===== config.mk =====
export PLATFORM = sky130hd
export DESIGN_NAME = clock_control_unit
export DESIGN_NICKNAME = d
export VERILOG_FILES = /design/src/rtl/ccu_pkg.sv /design/src/rtl/ccu_tick_div.sv /design/src/rtl/ccu_regs.sv /design/src/rtl/ccu_divpath.sv /design/src/rtl/clock_control_unit.sv
export SDC_FILE = /design/constraint.sdc
export NUM_CORES = 1
export LEC_CHECK = 0
export ABC_AREA = 1
export BUFFER_PORTS_ARGS = -buffer_cell sky130_fd_sc_hd__buf_2
export CAP_MARGIN = 20
export CORE_UTILIZATION = 25
export DETAILED_ROUTE_END_ITERATION = 8
export GPL_ROUTABILITY_DRIVEN = 0
export GPL_TIMING_DRIVEN = 0
export HOLD_SLACK_MARGIN = 0.02
export PLACE_DENSITY = 0.4
export SYNTH_ARGS = -nofsm -noshare
export SYNTH_HDL_FRONTEND = slang
export SYNTH_SLANG_ARGS = --single-unit

===== constraint.sdc =====
create_clock -name clk -period 2.3 [get_ports clk]
set_clock_uncertainty 0.1 [all_clocks]
set_input_delay 0.115 -clock clk [delete_from_list [all_inputs] [get_ports clk]]
set_output_delay 0.115 -clock clk [all_outputs]
set_load 0.02 [all_outputs]

===== src/rtl/ccu_pkg.sv =====
package ccu_pkg;
  localparam int SYS_DIV_W  = 5;
  localparam int CORE_DIV_W = 3;
  localparam int ADDR_W     = 4;
  localparam int DATA_W     = 8;

  localparam logic [ADDR_W-1:0] OFS_SRC     = 4'h0;
  localparam logic [ADDR_W-1:0] OFS_SYSDIV  = 4'h1;
  localparam logic [ADDR_W-1:0] OFS_COREDIV = 4'h2;
  localparam logic [ADDR_W-1:0] OFS_GATE    = 4'h3;
  localparam logic [ADDR_W-1:0] OFS_MODE    = 4'h4;
  localparam logic [ADDR_W-1:0] OFS_LASTPROT = 4'hD;
  localparam logic [ADDR_W-1:0] OFS_KEY     = 4'hE;
  localparam logic [DATA_W-1:0] UNLOCK_KEY  = 8'h96;

  typedef enum logic [1:0] {
    SRC_FAST  = 2'd0,
    SRC_PLL   = 2'd1,
    SRC_SLOW  = 2'd2,
    SRC_SLOW2 = 2'd3
  } src_e;

  typedef struct packed {
    src_e                  srcSel;
    logic [SYS_DIV_W-1:0]  sysDivM1;
    logic [CORE_DIV_W-1:0] coreDivM1;
    logic                  halted;
    logic                  sleeping;
  } ctrl_t;
endpackage


===== src/rtl/ccu_tick_div.sv =====
module ccu_tick_div #(
  parameter int W = 5
) (
  input  logic         clk,
  input  logic         rstN,
  input  logic         tickIn,
  input  logic         run,
  input  logic [W-1:0] pendDivM1,
  output logic         boundary,
  output logic         pulse
);
  logic [W-1:0] cnt;
  logic [W-1:0] activeM1;
  logic [W-1:0] effM1;

  // A new ratio is adopted only while the count rests at zero.
  assign boundary = (cnt == '0);
  assign effM1    = boundary ? pendDivM1 : activeM1;
  assign pulse    = tickIn && run && boundary;

  always_ff @(posedge clk) begin
    if (!rstN) begin
      cnt      <= '0;
      activeM1 <= '0;
    end else begin
      if (boundary) activeM1 <= pendDivM1;
      if (tickIn && run) cnt <= (cnt == effM1) ? '0 : cnt + 1'b1;
    end
  end
endmodule


===== src/rtl/ccu_regs.sv =====
module ccu_regs
  import ccu_pkg::*;
#(
  parameter int NUM_GROUPS = 4
) (
  input  logic                  clk,
  input  logic                  rstN,
  input  logic                  busWrEn,
  input  logic [ADDR_W-1:0]     busAddr,
  input  logic [DATA_W-1:0]     busWrData,
  input  logic                  wakeup,
  output logic [DATA_W-1:0]     busRdData,
  output ctrl_t                 ctrl,
  output logic [NUM_GROUPS-1:0] gate,
  output logic                  unlocked
);
  logic inProtRange;
  logic wrOk;

  assign inProtRange = (busAddr <= OFS_LASTPROT);
  assign wrOk        = busWrEn && unlocked && inProtRange;

  always_ff @(posedge clk) begin
    if (!rstN) begin
      ctrl.srcSel    <= SRC_FAST;
      ctrl.sysDivM1  <= '0;
      ctrl.coreDivM1 <= '0;
      ctrl.halted    <= 1'b0;
      ctrl.sleeping  <= 1'b0;
      gate           <= '1;
      unlocked       <= 1'b0;
    end else begin
      if (busWrEn && busAddr == OFS_KEY) unlocked <= (busWrData == UNLOCK_KEY);
      if (wrOk) begin
        case (busAddr)
          OFS_SRC:     ctrl.srcSel    <= src_e'(busWrData[1:0]);
          OFS_SYSDIV:  ctrl.sysDivM1  <= busWrData[SYS_DIV_W-1:0];
          OFS_COREDIV: ctrl.coreDivM1 <= busWrData[CORE_DIV_W-1:0];
          OFS_GATE:    gate           <= busWrData[NUM_GROUPS-1:0];
          default: ;
        endcase
      end
      if (wakeup) begin
        ctrl.halted   <= 1'b0;
        ctrl.sleeping <= 1'b0;
      end else if (wrOk && busAddr == OFS_MODE) begin
        ctrl.halted   <= ctrl.halted | busWrData[0];
        ctrl.sleeping <= ctrl.sleeping | busWrData[1];
      end
    end
  end

  always_comb begin
    busRdData = '0;
    case (busAddr)
      OFS_SRC:     busRdData = DATA_W'(ctrl.srcSel);
      OFS_SYSDIV:  busRdData = DATA_W'(ctrl.sysDivM1);
      OFS_COREDIV: busRdData = DATA_W'(ctrl.coreDivM1);
      OFS_GATE:    busRdData = DATA_W'(gate);
      OFS_MODE:    busRdData = DATA_W'({ctrl.sleeping, ctrl.halted});
      OFS_KEY:     busRdData = DATA_W'(unlocked);
      default:     busRdData = '0;
    endcase
  end
endmodule


===== src/rtl/ccu_divpath.sv =====
module ccu_divpath
  import ccu_pkg::*;
#(
  parameter int NUM_GROUPS = 4
) (
  input  logic                  clk,
  input  logic                  rstN,
  input  logic                  fastTick,
  input  logic                  pllTick,
  input  logic                  slowTick,
  input  ctrl_t                 ctrl,
  input  logic [NUM_GROUPS-1:0] gate,
  output logic                  sysEn,
  output logic                  coreEn,
  output logic [NUM_GROUPS-1:0] periphEn
);
  src_e activeSel;
  src_e effSel;
  logic sysBoundary;
  logic coreBoundary;
  logic srcTick;

  assign effSel = sysBoundary ? ctrl.srcSel : activeSel;

  always_comb begin
    case (effSel)
      SRC_FAST: srcTick = fastTick;
      SRC_PLL:  srcTick = pllTick;
      default:  srcTick = slowTick;
    endcase
  end

  always_ff @(posedge clk) begin
    if (!rstN)            activeSel <= SRC_FAST;
    else if (sysBoundary) activeSel <= ctrl.srcSel;
  end

  ccu_tick_div #(.W(SYS_DIV_W)) u_sysDiv (
    .clk(clk), .rstN(rstN), .tickIn(srcTick), .run(!ctrl.sleeping),
    .pendDivM1(ctrl.sysDivM1), .boundary(sysBoundary), .pulse(sysEn)
  );

  ccu_tick_div #(.W(CORE_DIV_W)) u_coreDiv (
    .clk(clk), .rstN(rstN), .tickIn(sysEn), .run(!ctrl.halted),
    .pendDivM1(ctrl.coreDivM1), .boundary(coreBoundary), .pulse(coreEn)
  );

  for (genvar g = 0; g < NUM_GROUPS; g++) begin : g_gate
    assign periphEn[g] = sysEn && gate[g];
  end
endmodule


===== src/rtl/clock_control_unit.sv =====
module clock_control_unit
  import ccu_pkg::*;
#(
  parameter int NUM_GROUPS = 4
) (
  input  logic                  clk,
  input  logic                  rstN,
  input  logic                  busWrEn,
  input  logic [3:0]            busAddr,
  input  logic [7:0]            busWrData,
  output logic [7:0]            busRdData,
  input  logic                  fastTick,
  input  logic                  pllTick,
  input  logic                  slowTick,
  input  logic                  wakeup,
  output logic                  sysEn,
  output logic                  coreEn,
  output logic [NUM_GROUPS-1:0] periphEn,
  output logic                  halted,
  output logic                  sleeping
);
  ctrl_t                 ctrl;
  logic [NUM_GROUPS-1:0] gate;
  logic                  unlocked;

  ccu_regs #(.NUM_GROUPS(NUM_GROUPS)) u_regs (
    .clk(clk), .rstN(rstN), .busWrEn(busWrEn), .busAddr(busAddr),
    .busWrData(busWrData), .wakeup(wakeup), .busRdData(busRdData),
    .ctrl(ctrl), .gate(gate), .unlocked(unlocked)
  );

  ccu_divpath #(.NUM_GROUPS(NUM_GROUPS)) u_path (
    .clk(clk), .rstN(rstN), .fastTick(fastTick), .pllTick(pllTick),
    .slowTick(slowTick), .ctrl(ctrl), .gate(gate), .sysEn(sysEn),
    .coreEn(coreEn), .periphEn(periphEn)
  );

  assign halted   = ctrl.halted;
  assign sleeping = ctrl.sleeping;
endmodule


## Word-level counts from Yosys, hierarchy flattened

Index checks and enable logic that the tools add are counted.

| storage, ports and cells | value |
|---|---|
| flip-flop bits (word level) | 35 |
| bits in latches | 0 |
| bits in writable memories | 0 |
| bits in read-only memories | 0 |
| logic and storage cells | 57 |
| memories kept | 0 |

| cells by class | value |
|---|---|
| $add $sub $neg | 2 |
| $mul | 0 |
| divide/modulo/power cells | 0 |
| magnitude comparators | 1 |
| equal/unequal tests | 9 |
| shift operators | 0 |
| multiplexer cells | 7 |
| bitwise operators | 3 |
| reduce and logical (&&, ||, !) cells | 23 |

Operator list:

| cell | count |
|---|---|
| $pmux W5 S6 | 1 |
| $logic_and A1 B1 Y1 | 12 |
| $mux W5 | 2 |
| $eq A4 B2 Y1 const B | 2 |
| $eq A8 B8 Y1 const B | 1 |
| $reduce_and A2 Y1 | 4 |
| $mux W3 | 2 |
| $add A5 B1 Y5 const B | 1 |
| $eq A5 B5 Y1 | 1 |
| $logic_not A5 Y1 | 1 |
| $eq A4 B1 Y1 const B | 1 |
| $eq A4 B3 Y1 const B | 1 |
| $eq A4 B4 Y1 const B | 1 |
| $le A4 B4 Y1 const B | 1 |
| $logic_not A4 Y1 | 1 |
| $add A3 B1 Y3 const B | 1 |
| $eq A3 B3 Y1 | 1 |
| $logic_not A3 Y1 | 1 |
| $eq A2 B1 Y1 const B | 1 |
| $logic_not A1 Y1 | 2 |
| $logic_not A2 Y1 | 1 |
| $mux W2 | 1 |
| $or A1 B1 Y1 | 2 |
| $pmux W1 S2 | 1 |
| 2 further kinds | 2 |

## Logic depth before layout (Yosys ltp)

Gate-level depths: netlist of the first run.

| depth | value |
|---|---|
| word-level depth | 8 |
| mapped depth | 15 |

## Hierarchy

A second synthesis of the first run with hierarchy kept.

| unflattened totals | value |
|---|---|
| cells, all modules | 336 |
| area total of the unflattened synthesis | 2174.6 µm² |

By module, submodules not included:

| module | instances | cells each | area each (µm²) | seq. area each (µm²) |
|---|---|---|---|---|
| ccu_regs | 1 | 160 | 1002.2 | 340.3 |
| ccu_tick_div at u_path.u_sysDiv | 1 | 91 | 640.6 | 200.2 |
| ccu_tick_div at u_path.u_coreDiv | 1 | 53 | 369.1 | 120.1 |
| ccu_divpath | 1 | 32 | 162.7 | 40.0 |

## Least setup slack after synthesis of the first run

No wires, ideal clock.

| path | value |
|---|---|
| kind | register to output |
| start point | register u_path.u_sysDiv.cnt[0] |
| end point | output port coreEn |
| arrival | 1.682 ns |
| data required time | 2.085 ns |
| slack | 0.403 ns |
| cell stages (with the launch flop) | 13 |
| path buffers | 0 |
| path through | dfxtp_1 -> inv_1 -> ha_1 -> inv_1 -> nor2_4 -> nand3_1 -> nand3_1 -> nand2_1 -> inv_2 -> nand3_4 -> nor2_4 -> inv_2 -> nor2_1 |

| between the ends | value |
|---|---|
| longest elaborated chain between the ends | 8 |
| elaborated cells on any way between the ends | 9 |
| classes of those cells | eq/ne: 1; mux: 2; reduce/logical: 6 |

RTL lines:

| item | line | source |
|---|---|---|
| start, declared | ccu_tick_div.sv:12 | `logic [W-1:0] cnt;` |
| start signal, assigned | ccu_tick_div.sv:27 | `if (tickIn && run) cnt <= (cnt == effM1) ? '0 : cnt + 1'b1;` |
| $logic_not A5 Y1 (*) | ccu_tick_div.sv:17 | `assign boundary = (cnt == '0);` |
| $mux W2 | -- |  |
| $eq A2 B1 Y1 or $logic_not A2 Y1 (tied branches) | ccu_divpath.sv:26 | `case (effSel)` |
| $pmux W1 S2 | ccu_divpath.sv:26 |  |
| $logic_and A1 B1 Y1 | ccu_tick_div.sv:19 | `assign pulse = tickIn && run && boundary;` |
| $logic_and A1 B1 Y1 (*) (3 in a row) | ccu_tick_div.sv:19 |  |
| end, declared | clock_control_unit.sv:17 | `output logic coreEn,` |

Mark *: on every way between the ends. The rest lies on a longest branch, timed or not.

## Worst setup path in the final report of the first run

Ends and elaborated chain as after synthesis.

==> results_tabular.tex, run 1 <==
\begin{tabular}{lr}
\hline
Metric & Value \\
\hline
\multicolumn{2}{l}{\textbf{Status}} \\
Run status & finished clean \\
\multicolumn{2}{l}{\textbf{Critical path}} \\
Setup CP Type & reg2out \\
Crit Path Max Fanout & 5 \\
Endpoint type of the worst setup path & output pin \\
WP data arrival & between 1.5 and 2 ns \\
Data required time of the worst path & about 2.1 ns \\
Type of element launching the critical path & flip-flop \\
\multicolumn{2}{l}{\textbf{Placed design}} \\
Dpl cell area & between 2000 and 2500 um\^{}2 \\
Number of port buffers & 31 \\
Placed cells & $\sim$420 \\
DP Wirelength & between 3000 and 4000 um \\
\multicolumn{2}{l}{\textbf{Drt}} \\
Via density per instance & approximately 4.3 \\
Number of DRC markers in iteration 0 & just under 90 \\
DRT Pass-1 Iters & 4 \\
Remaining routing DRC violations & 0 \\
Routed Wire Length & between 5000 and 6000 um \\
Number of nets with antenna violations after detailed routing & 0 \\
Vias post-DR & between 1500 and 2000 \\
Mean routed wirelength per cell & between 10 and 15 um \\
\multicolumn{2}{l}{\textbf{Timing}} \\
Final Max Slew Viols & 0 \\
Number of hold violations in the final report & 0 \\
Final period demand of the worst path & roughly 2.2 ns \\
Worst hold-check slack & 0.0384 ns \\
Transition time at the pin with the least slew margin & approximately 0.5 ns \\
Final worst-path cycle share & 0.951 \\
Unrepaired setup endpoints after global routing & false \\
Aggregate negative setup slack & 0 ns \\
Fmax & between 400 and 500 MHz \\
Final setup viols & 0 \\
Max-slew headroom & 0.658 \\
\multicolumn{2}{l}{\textbf{Logic synthesis}} \\
Syn\_area\_per\_cell & 6.71 um\^{}2 \\
Share of synthesized area occupied by flip-flops and latches & 0.361 \\
Number of flops mapped to enable cells by yosys & 0 \\
Number of instances in the synthesized netlist & 289 \\
Syn. warnings & 0 \\
Most frequently used flop master after synthesis & sky130\_fd\_sc\_hd\_\_dfxtp\_1 \\
Count of distinct cell types in the synthesized netlist & 31 \\
Synth Cell Area & between 1500 and 2000 um\^{}2 \\
Number of flip-flops and latches in the synthesized netlist & 35 \\
Ys async rst share & 0 \\
\multicolumn{2}{l}{\textbf{CTS}} \\
Root Buffer Master & sky130\_fd\_sc\_hd\_\_clkbuf\_8 \\
Clock slew seen by the registers of the worst setup and hold paths & approximately 0.07 ns \\
Clk sink count & 35 \\
Later-pin clock latency in the skew report & around 0.28 ns \\
Inserted Clock Buffers & 5 \\
TritonCTS clock tree & built \\
Number of H-tree levels & 2 \\
Maximum root-to-sink buffer count & 2 \\
\multicolumn{2}{l}{\textbf{Finish}} \\
Diode count & 0 \\
Number of cells in the finished layout apart from fillers & between 400 and 500 \\
Area of the multi-input gates & $\sim$1000 um\^{}2 \\
Layout net count & about 360 \\
Register Area & 702 um\^{}2 \\
Filler cell count in the final layout & about 850 \\
Layout cells sized above 1 & 0.208 \\
Final design area excluding fillers & between 2000 and 2500 um\^{}2 \\
Layout overhead on the synthesized area & 23.3\% \\
Final core utilization & 0.325 \\
\multicolumn{2}{l}{\textbf{Floorplan}} \\
Vertical die dimension & between 90 and 100 um \\
Die Wd & between 90 and 100 um \\
Site Rows & 31 \\
Top-level port count & 35 \\
Die area & around 8100 um\^{}2 \\
Initial core utilization & 0.263 \\
Placeable core area & about 7400 um\^{}2 \\
\multicolumn{2}{l}{\textbf{Power and ir drop}} \\
Leak pwr & around 1.2 nW \\
Sequential power share & 0.296 \\
P per Cell Area & 1040 nW/um\^{}2 \\
Relative contribution of combinational cells to total power & 0.540 \\
Proportion of total power due to net switching & 0.436 \\
Switching power total & $\sim$1.1 mW \\
P\_int & approximately 1.4 mW \\
Share of power burned in the clock network & 0.165 \\
Peak ir drop on the vdd network & roughly 0.32 mV \\
\multicolumn{2}{l}{\textbf{GRT}} \\
Antenna violations before repair & 0 \\
Maximum number of pins on one net before global-route repair & 11 \\
Wire length of the first global-routing pass & 8580 um \\
Total Routing Usage GR & 0.135 \\
Vias in the first global route & approximately 1700 \\
GRT overflow & 0 \\
\multicolumn{2}{l}{\textbf{Min path}} \\
Worst min-delay path category & in2reg \\
\multicolumn{2}{l}{\textbf{Flow run}} \\
Number of maximum-capacitance constraint violations & 0 \\
\hline
\end{tabular}
==> critical path, cell delays in order (launching register included) <==
cell and delay [ns]:
sky130_fd_sc_hd__dfxtp_2 0.35, sky130_fd_sc_hd__inv_2 0.08, sky130_fd_sc_hd__ha_1 0.14, sky130_fd_sc_hd__inv_1 0.06
sky130_fd_sc_hd__nor2_4 0.17, sky130_fd_sc_hd__nand2_4 0.08, sky130_fd_sc_hd__nand2_1 0.08, sky130_fd_sc_hd__nand3_1 0.08
sky130_fd_sc_hd__nand3_2 0.12, sky130_fd_sc_hd__nand3_4 0.12, sky130_fd_sc_hd__nor2_4 0.12, sky130_fd_sc_hd__inv_2 0.06
sky130_fd_sc_hd__nor2_1 0.08, sky130_fd_sc_hd__buf_4 0.15
==> cells in the mapped netlist (2+ instances only) <==
master,n,area [um^2]
sky130_fd_sc_hd__a21oi_1,21,105
sky130_fd_sc_hd__buf_4,3,22.5
sky130_fd_sc_hd__dfxtp_1,35,701
sky130_fd_sc_hd__ha_1,4,50.1
sky130_fd_sc_hd__inv_1,53,199
sky130_fd_sc_hd__inv_2,4,15.0
sky130_fd_sc_hd__nand2_1,46,173
sky130_fd_sc_hd__nand2_2,3,18.8
sky130_fd_sc_hd__nand2_4,2,22.5
sky130_fd_sc_hd__nand3_1,28,140
sky130_fd_sc_hd__nand3_2,2,20.0
sky130_fd_sc_hd__nor2_1,35,131
sky130_fd_sc_hd__nor2_4,3,33.8
sky130_fd_sc_hd__nor3_1,5,25.0
sky130_fd_sc_hd__nor4_1,2,12.5
sky130_fd_sc_hd__o21ai_0,22,110
sky130_fd_sc_hd__o21ai_1,2,10.0
sky130_fd_sc_hd__o21ai_2,2,17.5
sky130_fd_sc_hd__o221ai_1,2,17.5
sky130_fd_sc_hd__xor2_1,4,35.0
==> flip-flops by register name, summed over array words and instances, names as in the netlist <==
name,flops
u_path.activeSel,2
u_path.u_coreDiv.activeM1,3
u_path.u_coreDiv.cnt,3
u_path.u_sysDiv.activeM1,5
u_path.u_sysDiv.cnt,5
u_regs.ctrl,12
u_regs.gate,4
u_regs.unlocked,1
==> cells in the final DEF, fill, tap and decap left out, types with 4 or more instances in the layout <==
cell and n:
sky130_fd_sc_hd__dfxtp_1 34, sky130_fd_sc_hd__xor2_1 4, sky130_fd_sc_hd__nand2_1 46, sky130_fd_sc_hd__nor2_1 35, sky130_fd_sc_hd__o21ai_0 22, sky130_fd_sc_hd__a21oi_1 21
sky130_fd_sc_hd__inv_2 6, sky130_fd_sc_hd__buf_2 30, sky130_fd_sc_hd__inv_1 51, sky130_fd_sc_hd__buf_4 10, sky130_fd_sc_hd__clkbuf_8 5, sky130_fd_sc_hd__ha_1 4
sky130_fd_sc_hd__nand3_1 27, sky130_fd_sc_hd__nor3_1 5
==> layout make-up <==
class | instances | share of cell area
well taps | 99 | 0.0518
multi-input cells | 193 | 0.417
inverters | 57 | 0.0894
clock buffers | 6 | 0.0303
repair buffers | 40 | 0.101
plain buffers | 6 | 0.0173
flip-flops and latches | 35 | 0.293
==> per-stage QoR <==
| step | power, mW | setup WS [ns] |
|---|---|---|
| floorplan | 1.66 | 0.403 |
| global placement | 1.96 | 0.0923 |
| detailed placement | 1.94 | 0.144 |
| CTS | 2.49 | 0.00942 |
| global route | 2.72 | 0.00185 |
| finish | 2.50 | 0.113 |
==> cells by family after synthesis <==
family	after synthesis	share of synthesized area
fa+ha+maj	4	0.0258
flops	35	0.361
simple gates	130	0.316
other cells	1	0.00193
buf+inv	63	0.132
compound gates	52	0.146
xor+xnor	4	0.0181
==> layer usage <==
layer  GRT usage  vias up  share of wire
li1            -     1005              -
met1       0.187      823           0.52
met2       0.206       47           0.42
met3      0.0279        4          0.044
met4      0.0470        0          0.010
met5           0        -              0
==> worst paths after layout <==
kind                               start                endpoint  slack [ns]  depth (start not counted)
setup reg to reg  u_path.u_sysDiv.cnt[0]  u_path.u_sysDiv.cnt[2]        0.25                         13
hold reg to reg          u_regs.unlocked         u_regs.unlocked        0.37                          2
hold / removal              busWrData[2]          u_regs.gate[2]        0.04                          3
setup / recovery  u_path.u_sysDiv.cnt[0]                  coreEn        0.11                         13
==> power by group through the flow <==
stage,Clock [mW],Sequential (mW),Combinational (mW)
floorplan,0,0.738,0.925
global placement,0,0.749,1.21
detailed placement,0,0.750,1.19
CTS,0.427,0.737,1.32
global route,0.454,0.749,1.52
finish,0.412,0.739,1.35
==> timing repair <==
item	4_1_cts	5_1_grt
resized for setup	3	2
setup endpoints to repair	1	6
pin swaps	3	3
hold buffers	2	0
hold endpoints to repair	4	0
buffers inserted	3	4
Power figures use the tool's default switching activity.
==> run 2, diff against run 1 <==
--- a/config.mk
+++ b/config.mk
@@ -5,7 +5,6 @@
 export SDC_FILE = /design/constraint.sdc
 export NUM_CORES = 1
 export LEC_CHECK = 0
-export ABC_AREA = 1
 export BUFFER_PORTS_ARGS = -buffer_cell sky130_fd_sc_hd__buf_2
 export CAP_MARGIN = 20
 export CORE_UTILIZATION = 25
@@ -14,6 +13,7 @@
 export GPL_TIMING_DRIVEN = 0
 export HOLD_SLACK_MARGIN = 0.02
 export PLACE_DENSITY = 0.4
+export SLEW_MARGIN = 10
 export SYNTH_ARGS = -nofsm -noshare
 export SYNTH_HDL_FRONTEND = slang
 export SYNTH_SLANG_ARGS = --single-unit
==> run 2 against run 1 <==
Compared with the run above:
- the run now ends with setup timing left
- sequential share of layout area fell by 1.9 points
- final cell count fell by 11%
- non-clock buffer count rose by 12
- die area rose by 0.88%
- sequential power fell by 13%
- area after synthesis rose by 0.90%
- total power fell by 4.3%
- synthesized cell count fell by 19%
- fmax fell by 19%
==> results_tabular.tex, run 2 <==
\begin{tabular}{lr}
\hline
Metric & Value \\
\hline
\multicolumn{2}{l}{\textbf{Logic synthesis}} \\
Number of instances in the synthesized netlist & 234 (-19\%) \\
Most area-consuming cells after synthesis & sky130\_fd\_sc\_hd\_\_dfxtp\_1 (36\%), sky130\_fd\_sc\_hd\_\_mux2i\_1 (11\%), sky130\_fd\_sc\_hd\_\_nor2\_1 (6.3\%), sky130\_fd\_sc\_hd\_\_nand2\_1 (5.9\%), sky130\_fd\_sc\_hd\_\_xnor2\_1 (4.0\%) \\
Cell accounting for the most synthesized area & sky130\_fd\_sc\_hd\_\_dfxtp\_1 \\
Share of synthesized area occupied by flip-flops and latches & 0.358 (-0.00323) \\
Ys async rst share & 0 (unchanged) \\
Syn\_area\_per\_cell & 8.37 um\^{}2 (+25\%) \\
Number of flops mapped to enable cells by yosys & 0 (unchanged) \\
Synth Cell Area & 1960 um\^{}2 (+0.90\%) \\
Count of distinct cell types in the synthesized netlist & 48 (+55\%) \\
Most common cell in the synthesized netlist & sky130\_fd\_sc\_hd\_\_dfxtp\_1 \\
Most frequently used flop master after synthesis & sky130\_fd\_sc\_hd\_\_dfxtp\_1 \\
Top cell type's share of synthesized area & 0.358 (-0.00323) \\
Most numerous cell types in the synthesized netlist & sky130\_fd\_sc\_hd\_\_dfxtp\_1 (35), sky130\_fd\_sc\_hd\_\_nor2\_1 (33), sky130\_fd\_sc\_hd\_\_nand2\_1 (31) \\
Number of flip-flops and latches in the synthesized netlist & 35 (unchanged) \\
Syn. warnings & 0 (unchanged) \\
\multicolumn{2}{l}{\textbf{CTS}} \\
TritonCTS clock tree & built \\
Root Buffer Master & sky130\_fd\_sc\_hd\_\_clkbuf\_8 \\
Clock slew seen by the registers of the worst setup and hold paths & 0.07 ns (about the same) \\
Later-pin clock latency in the skew report & 0.28 ns (about the same) \\
Inserted Clock Buffers & 5 (unchanged) \\
Clk sink count & 35 (unchanged) \\
Number of H-tree levels & 2 (unchanged) \\
Maximum root-to-sink buffer count & 2 (unchanged) \\
\multicolumn{2}{l}{\textbf{Drt}} \\
Vias post-DR & 1710 (-9.0\%) \\
Number of DRC markers in iteration 0 & 54 (-39\%) \\
Number of nets with antenna violations after detailed routing & 0 (unchanged) \\
Mean routed wirelength per cell & 13.9 um (+16\%) \\
Routed Wire Length & 5350 um (+2.9\%) \\
Via density per instance & 4.43 (+2.8\%) \\
Remaining routing DRC violations & 0 (unchanged) \\
DRT Pass-1 Iters & 4 (unchanged) \\
\multicolumn{2}{l}{\textbf{Timing}} \\
Worst Setup Slack, final & -0.409 ns (-0.522 ns) \\
Transition time at the pin with the least slew margin & 0.926 ns (+0.413 ns) \\
Final worst-path cycle share & 1.18 (+0.227) \\
Unrepaired setup endpoints after global routing & true \\
Worst hold-check slack & 0.0463 ns (+0.00787 ns) \\
Max-slew headroom & 0.382 (-0.276) \\
Fmax & 369 MHz (-19\%) \\
Number of hold violations in the final report & 0 (unchanged) \\
Aggregate negative setup slack & -3.08 ns (-3.08 ns) \\
Final setup viols & 14 (+14) \\
Final Max Slew Viols & 0 (unchanged) \\
Final period demand of the worst path & 2.71 ns (+0.522 ns) \\
\multicolumn{2}{l}{\textbf{GRT}} \\
Global-route met1 utilization & 0.196 (+0.00951) \\
Maximum number of pins on one net before global-route repair & 11 (unchanged) \\
Total Routing Usage GR & 0.140 (+0.00530) \\
Routing layer with the top usage in global route & met2 \\
Antenna violations before repair & 0 (unchanged) \\
Fraction of met2 tracks used by global routing & 0.217 (+0.0111) \\
Wire length of the first global-routing pass & 8930 um (+4.0\%) \\
Met3 track demand over resource in global routing & 0.0286 (+0.000701) \\
GRT overflow & 0 (unchanged) \\
Vias in the first global route & 1720 (+0.12\%) \\
\multicolumn{2}{l}{\textbf{Critical path}} \\
Data required time of the worst path & 2.09 ns (about the same) \\
Setup CP Type & reg2out \\
WP data arrival & 2.49 ns (+0.52 ns) \\
Type of element launching the critical path & flip-flop \\
Crit Path Max Fanout & 6 (+1) \\
Endpoint type of the worst setup path & output pin \\
Worst R2R Path Depth & 8 (-5) \\
\multicolumn{2}{l}{\textbf{Finish}} \\
Layout overhead on the synthesized area & 31.8\% \\
Most common cell after layout, fill and taps aside & sky130\_fd\_sc\_hd\_\_dfxtp\_1 \\
Layout cells sized above 1 & 0.282 (+0.0745) \\
Filler cell count in the final layout & 780 (-7.8\%) \\
Diode count & 0 (unchanged) \\
Leading cell types in the layout, fill and taps excluded & sky130\_fd\_sc\_hd\_\_dfxtp\_1 (33), sky130\_fd\_sc\_hd\_\_nor2\_1 (31), sky130\_fd\_sc\_hd\_\_nand2\_1 (31) \\
Most flops, register & u\_regs.ctrl \\
Layout net count & 309 (-14\%) \\
Flip-flop count of the largest register after layout & 12 (unchanged) \\
Top Registers & u\_regs.ctrl (12), u\_path.u\_sysDiv.activeM1 (5), u\_path.u\_sysDiv.cnt (5) \\
\multicolumn{2}{l}{\textbf{Placed design}} \\
Number of port buffers & 29 (-6.5\%) \\
DP Wirelength & 3900 um (-2.4\%) \\
\multicolumn{2}{l}{\textbf{Floorplan}} \\
Die Wd & 90.5 um (+0.44\%) \\
Initial core utilization & 0.264 (+0.000986) \\
Top-level port count & 35 (unchanged) \\
Placeable core area & 7410 um\^{}2 (+0.53\%) \\
Vertical die dimension & 90.5 um (+0.44\%) \\
Die area & 8190 um\^{}2 (+0.88\%) \\
Site Rows & 31 (unchanged) \\
\multicolumn{2}{l}{\textbf{Status}} \\
Run status & finished with violations \\
Violated checks & setup timing \\
\multicolumn{2}{l}{\textbf{Power and ir drop}} \\
Peak ir drop on the vdd network & 0.397 mV (+25\%) \\
Total power & 2.39 mW (-4.3\%) \\
Leak pwr & 0.993 nW (-14\%) \\
P per Cell Area & 927 nW/um\^{}2 (-11\%) \\
\multicolumn{2}{l}{\textbf{Flow run}} \\
Number of maximum-capacitance constraint violations & 0 (unchanged) \\
\multicolumn{2}{l}{\textbf{Min path}} \\
Worst min-delay path category & in2reg \\
Hold depth & 3 (unchanged) \\
\hline
\end{tabular}
==> run 2: cell type report <==
| cell class | count | area (um^2) | area share |
|---|---|---|---|
| inverter | 8 | 35.0 | 0.0136 |
| timing repair buffer | 46 | 318 | 0.123 |
| sequential | 35 | 708 | 0.274 |
| tap | 99 | 124 | 0.0480 |
| clock buffer | 8 | 100 | 0.0388 |
| buffer | 12 | 73.8 | 0.0286 |
| multi-input combinational | 178 | 1220 | 0.473 |
==> run 2: report_power, final <==
part	internal, mW	total [mW]	switching, mW
sequential	0.630	0.645	0.0152
combinational	0.641	1.26	0.615
clock	0.273	0.493	0.219
==> run 2: path summary, 6_finish.rpt <==
path	startpoint	endpoint	slack [ns]
worst max-delay path	u_path.u_sysDiv.cnt[1]	coreEn	-0.41
worst min register to register	u_path.activeSel[0]	u_path.activeSel[0]	0.38
worst min-delay path	busWrData[2]	u_regs.gate[2]	0.05
worst max register to register	u_path.u_sysDiv.cnt[1]	u_path.u_coreDiv.cnt[0]	-0.36
==> run 2: critical path, stage by stage (launching register included) <==
cell and delay [ns]:
sky130_fd_sc_hd__dfxtp_4 0.35, sky130_fd_sc_hd__inv_4 0.06, sky130_fd_sc_hd__ha_4 0.13, sky130_fd_sc_hd__or4b_4 0.49, sky130_fd_sc_hd__mux2i_4 0.21, sky130_fd_sc_hd__and3_4 0.16
sky130_fd_sc_hd__or4_4 0.55, sky130_fd_sc_hd__nor2_4 0.13, sky130_fd_sc_hd__buf_6 0.12
==> run 2: cells by family (layout without fill, tap and decap cells) <==
group           after synthesis  in the layout  synth area share
flops                        35             35             0.358
xor+xnor                      9              9            0.0403
simple gates                103            103             0.269
buf+inv                      23             74            0.0601
mux                          24             24             0.130
other cells                   1              3           0.00192
fa+ha+maj                     4              4            0.0256
compound gates               35             35             0.116
==> run 2: layer usage <==
metal | share of wire | vias up
met4 | 0.012 | 0
met1 | 0.52 | 773
met5 | 0 | -
met3 | 0.033 | 6
li1 | - | 897
met2 | 0.43 | 34
==> run 2: what timing repair did <==
action / in CTS / in global routing
gates resized for setup: 20 / 15
pin swaps: 9 / 12
hold endpoints to repair: 4 / 0
setup buffers: 8 / 6
hold buffers: 3 / 0
setup endpoints to repair: 14 / 14
==> run 2: stage by stage <==
step / cell area, um^2 / setup WS (ns) / cells / util
final: 2580 / -0.409 / 386 / 0.348
after global routing: 2580 / -0.477 / 386 / 0.348
after CTS: 2500 / -0.546 / 381 / 0.337
after detailed placement: 2260 / -0.704 / 364 / 0.305
after global placement: 2260 / -0.714 / 364 / 0.305
after floorplan: 1990 / -0.490 / 236 / -
==> run 3, diff against run 2 <==
==> constraint.sdc (replaced) <==
create_clock -name clk -period 2.3 [get_ports clk]
set_clock_uncertainty 0.1 [all_clocks]
set_input_delay 0.115 -clock clk [delete_from_list [all_inputs] [get_ports clk]]
set_output_delay 0.115 -clock clk [all_outputs]
set_load 0.1 [all_outputs]
==> run 3 against run 2 <==
Compared with the run above:
- the flow still finishes with violations (setup timing)
- total power up 35%
- combinational power up 61%
- routed wire length down 0.30%
- sequential power about the same
- die area unchanged
- fmax down 2.6%
- non-clock buffer count down 2
- sequential share of layout area down 0.76 points
==> results_tabular.tex, run 3 (synthesis results as in run 2) <==
\begin{tabular}{lr}
\hline
Metric & Value \\
\hline
\multicolumn{2}{l}{\textbf{Drt}} \\
DRT Pass-1 Iters & 4 (unchanged) \\
Routed Wire Length & 5330 um (-0.30\%) \\
Number of DRC markers in iteration 0 & 69 (+28\%) \\
Vias post-DR & 1717 (+0.41\%) \\
Remaining routing DRC violations & 0 (unchanged) \\
Mean routed wirelength per cell & 13.9 um (+0.22\%) \\
Number of nets with antenna violations after detailed routing & 0 (unchanged) \\
Via density per instance & 4.47 (+0.93\%) \\
\multicolumn{2}{l}{\textbf{Critical path}} \\
Slack of the worst reg-to-reg path & -0.46 ns (-0.10 ns) \\
Highest-delay cell along the critical path & sky130\_fd\_sc\_hd\_\_or4\_4 \\
Chain of cells forming the critical path & inv\_4, ha\_4, or4b\_4, mux2i\_4, and3\_4, or4\_4, nor2\_4, buf\_12 \\
Endpoint type of the worst setup path & output pin \\
WP data arrival & 2.57 ns (+0.08 ns) \\
Combined buffer and inverter count along the critical path & 2 (unchanged) \\
Critical Path Max Stage Delay & 0.53 ns (-0.02 ns) \\
Top delay family on crit path & simple AND/OR/NAND/NOR gates \\
Data required time of the worst path & 2.09 ns (about the same) \\
Setup CP Type & reg2out \\
Type of element launching the critical path & flip-flop \\
Crit Path Max Fanout & 3 (-3) \\
\multicolumn{2}{l}{\textbf{Floorplan}} \\
Initial core utilization & 0.264 (unchanged) \\
Top-level port count & 35 (unchanged) \\
Site Rows & 31 (unchanged) \\
Vertical die dimension & 90.5 um (unchanged) \\
Die Wd & 90.5 um (unchanged) \\
Placeable core area & 7410 um\^{}2 (unchanged) \\
Die area & 8190 um\^{}2 (unchanged) \\
\multicolumn{2}{l}{\textbf{GRT}} \\
Total Routing Usage GR & 0.141 (+0.000914) \\
Routing layer with the top usage in global route & met2 \\
Fraction of met2 tracks used by global routing & 0.225 (+0.00821) \\
Met3 track demand over resource in global routing & 0.0236 (-0.00505) \\
Antenna violations before repair & 0 (unchanged) \\
Maximum number of pins on one net before global-route repair & 13 (+2) \\
Wire length of the first global-routing pass & 9030 um (+1.2\%) \\
Vias in the first global route & 1745 (+1.5\%) \\
Global-route met1 utilization & 0.194 (-0.00246) \\
GRT overflow & 0 (unchanged) \\
\multicolumn{2}{l}{\textbf{Finish}} \\
Most flops, register & u\_regs.ctrl \\
Filler cell count in the final layout & 783 (+0.38\%) \\
Leading cell types in the layout, fill and taps excluded & sky130\_fd\_sc\_hd\_\_dfxtp\_1 (33), sky130\_fd\_sc\_hd\_\_nor2\_1 (31), sky130\_fd\_sc\_hd\_\_nand2\_1 (31) \\
Number of cells in the finished layout apart from fillers & 384 (-0.52\%) \\
Top Registers & u\_regs.ctrl (12), u\_path.u\_sysDiv.activeM1 (5), u\_path.u\_sysDiv.cnt (5) \\
Layout overhead on the synthesized area & 35.5\% \\
Area of the multi-input gates & 1230 um\^{}2 (+0.82\%) \\
Flip-flop count of the largest register after layout & 12 (unchanged) \\
Layout cells sized above 1 & 0.288 (+0.00549) \\
Diode count & 0 (unchanged) \\
Layout net count & 307 (-0.65\%) \\
Final design area excluding fillers & 2650 um\^{}2 (+2.9\%) \\
Register Area & 708 um\^{}2 (unchanged) \\
Most common cell after layout, fill and taps aside & sky130\_fd\_sc\_hd\_\_dfxtp\_1 \\
\multicolumn{2}{l}{\textbf{Timing}} \\
Transition time at the pin with the least slew margin & 0.772 ns (-0.153 ns) \\
Fmax & 359 MHz (-2.6\%) \\
Final setup viols & 14 (unchanged) \\
Final worst-path cycle share & 1.21 (+0.0320) \\
Final Max Slew Viols & 0 (unchanged) \\
Worst Setup Slack, final & -0.483 ns (-0.0737 ns) \\
Worst hold-check slack & 0.0741 ns (+0.0278 ns) \\
Final period demand of the worst path & 2.78 ns (+0.0737 ns) \\
Max-slew headroom & 0.484 (+0.102) \\
Unrepaired setup endpoints after global routing & true \\
Number of hold violations in the final report & 0 (unchanged) \\
\multicolumn{2}{l}{\textbf{Placed design}} \\
DP Wirelength & 3870 um (-0.85\%) \\
Number of port buffers & 29 (unchanged) \\
Worst slack after detailed placement & -0.768 ns (-0.0635 ns) \\
Placed cells & 364 (unchanged) \\
Dpl cell area & 2310 um\^{}2 (+2.4\%) \\
\multicolumn{2}{l}{\textbf{CTS}} \\
TritonCTS clock tree & built \\
Later-pin clock latency in the skew report & 0.29 ns (about the same) \\
Clock slew seen by the registers of the worst setup and hold paths & 0.07 ns (about the same) \\
Number of H-tree levels & 2 (unchanged) \\
Root Buffer Master & sky130\_fd\_sc\_hd\_\_clkbuf\_8 \\
Maximum root-to-sink buffer count & 2 (unchanged) \\
Clk sink count & 35 (unchanged) \\
Inserted Clock Buffers & 5 (unchanged) \\
\multicolumn{2}{l}{\textbf{Power and ir drop}} \\
Leak pwr & 1.02 nW (+2.8\%) \\
Peak ir drop on the vdd network & 0.468 mV (+18\%) \\
P per Cell Area & 1220 nW/um\^{}2 (+31\%) \\
\multicolumn{2}{l}{\textbf{Status}} \\
Run status & finished with violations \\
Violated checks & setup timing \\
\multicolumn{2}{l}{\textbf{Flow run}} \\
Number of maximum-capacitance constraint violations & 0 (unchanged) \\
\multicolumn{2}{l}{\textbf{Min path}} \\
Worst min-delay path category & in2reg \\
\hline
\end{tabular}
run 3: changes by cell type in the layout (fill, tap and decap cells not counted), moves of 2 or more:
cell and change:
sky130_fd_sc_hd__buf_12 +6, sky130_fd_sc_hd__o21ai_2 +2, sky130_fd_sc_hd__buf_6 -3, sky130_fd_sc_hd__buf_4 -6
sky130_fd_sc_hd__o21ai_0 -2, sky130_fd_sc_hd__clkbuf_8 -2
run 3: repair_timing:
action | in CTS | in global routing
resized for setup | 36 | 5
endpoints found under the hold margin | 7 | 0
hold buffers | 4 | 0
pin swaps | 5 | 3
endpoints found under the setup margin | 14 | 14
setup buffers | 10 | 1
run 3: worst paths after layout:
kind                                                  start  cells after the start                          end
worst min register to register  u_path.u_sysDiv.activeM1[1]                      2  u_path.u_sysDiv.activeM1[1]
worst max register to register       u_path.u_sysDiv.cnt[1]                      9      u_path.u_coreDiv.cnt[0]
worst max-delay path                 u_path.u_sysDiv.cnt[1]                      8                       coreEn
worst min-delay path                           busWrData[0]                      3               u_regs.gate[0]
run 3: cell type report:
type,instances,area share
repair buffers,44,0.139
clock buffers,5,0.0259
multi-input cells,178,0.464
inverters,8,0.0132
flip-flops and latches,35,0.267
well taps,99,0.0467
plain buffers,12,0.0278
clock inverters,3,0.0165
run 3: power by group:
group | internal [mW] | switching (mW)
Sequential | 0.629 | 0.0165
Combinational | 0.843 | 1.19
Clock | 0.323 | 0.236
Total | 1.80 | 1.44
run 3: routing by layer:
| metal | vias to the layer above | share of wire |
|---|---|---|
| met2 | 27 | 0.46 |
| met1 | 793 | 0.51 |
| met4 | 0 | 0.0077 |
| met3 | 2 | 0.023 |
| li1 | 895 | - |
| met5 | - | 0 |
run 3: tightest hold or removal path: stages:
cell and delay [ns]:
sky130_fd_sc_hd__buf_2 0.16, sky130_fd_sc_hd__mux2i_1 0.09, sky130_fd_sc_hd__nand2_1 0.06
run 3: metrics by stage:
| step | power [mW] | setup TNS (ns) | utilization |
|---|---|---|---|
| floorplan | 1.97 | -6.23 | - |
| global placement | 2.21 | -6.39 | 0.312 |
| detailed placement | 2.21 | -6.30 | 0.312 |
| CTS | 3.24 | -5.80 | 0.356 |
| global route | 3.39 | -6.03 | 0.358 |
| finish | 3.23 | -4.67 | 0.358 |
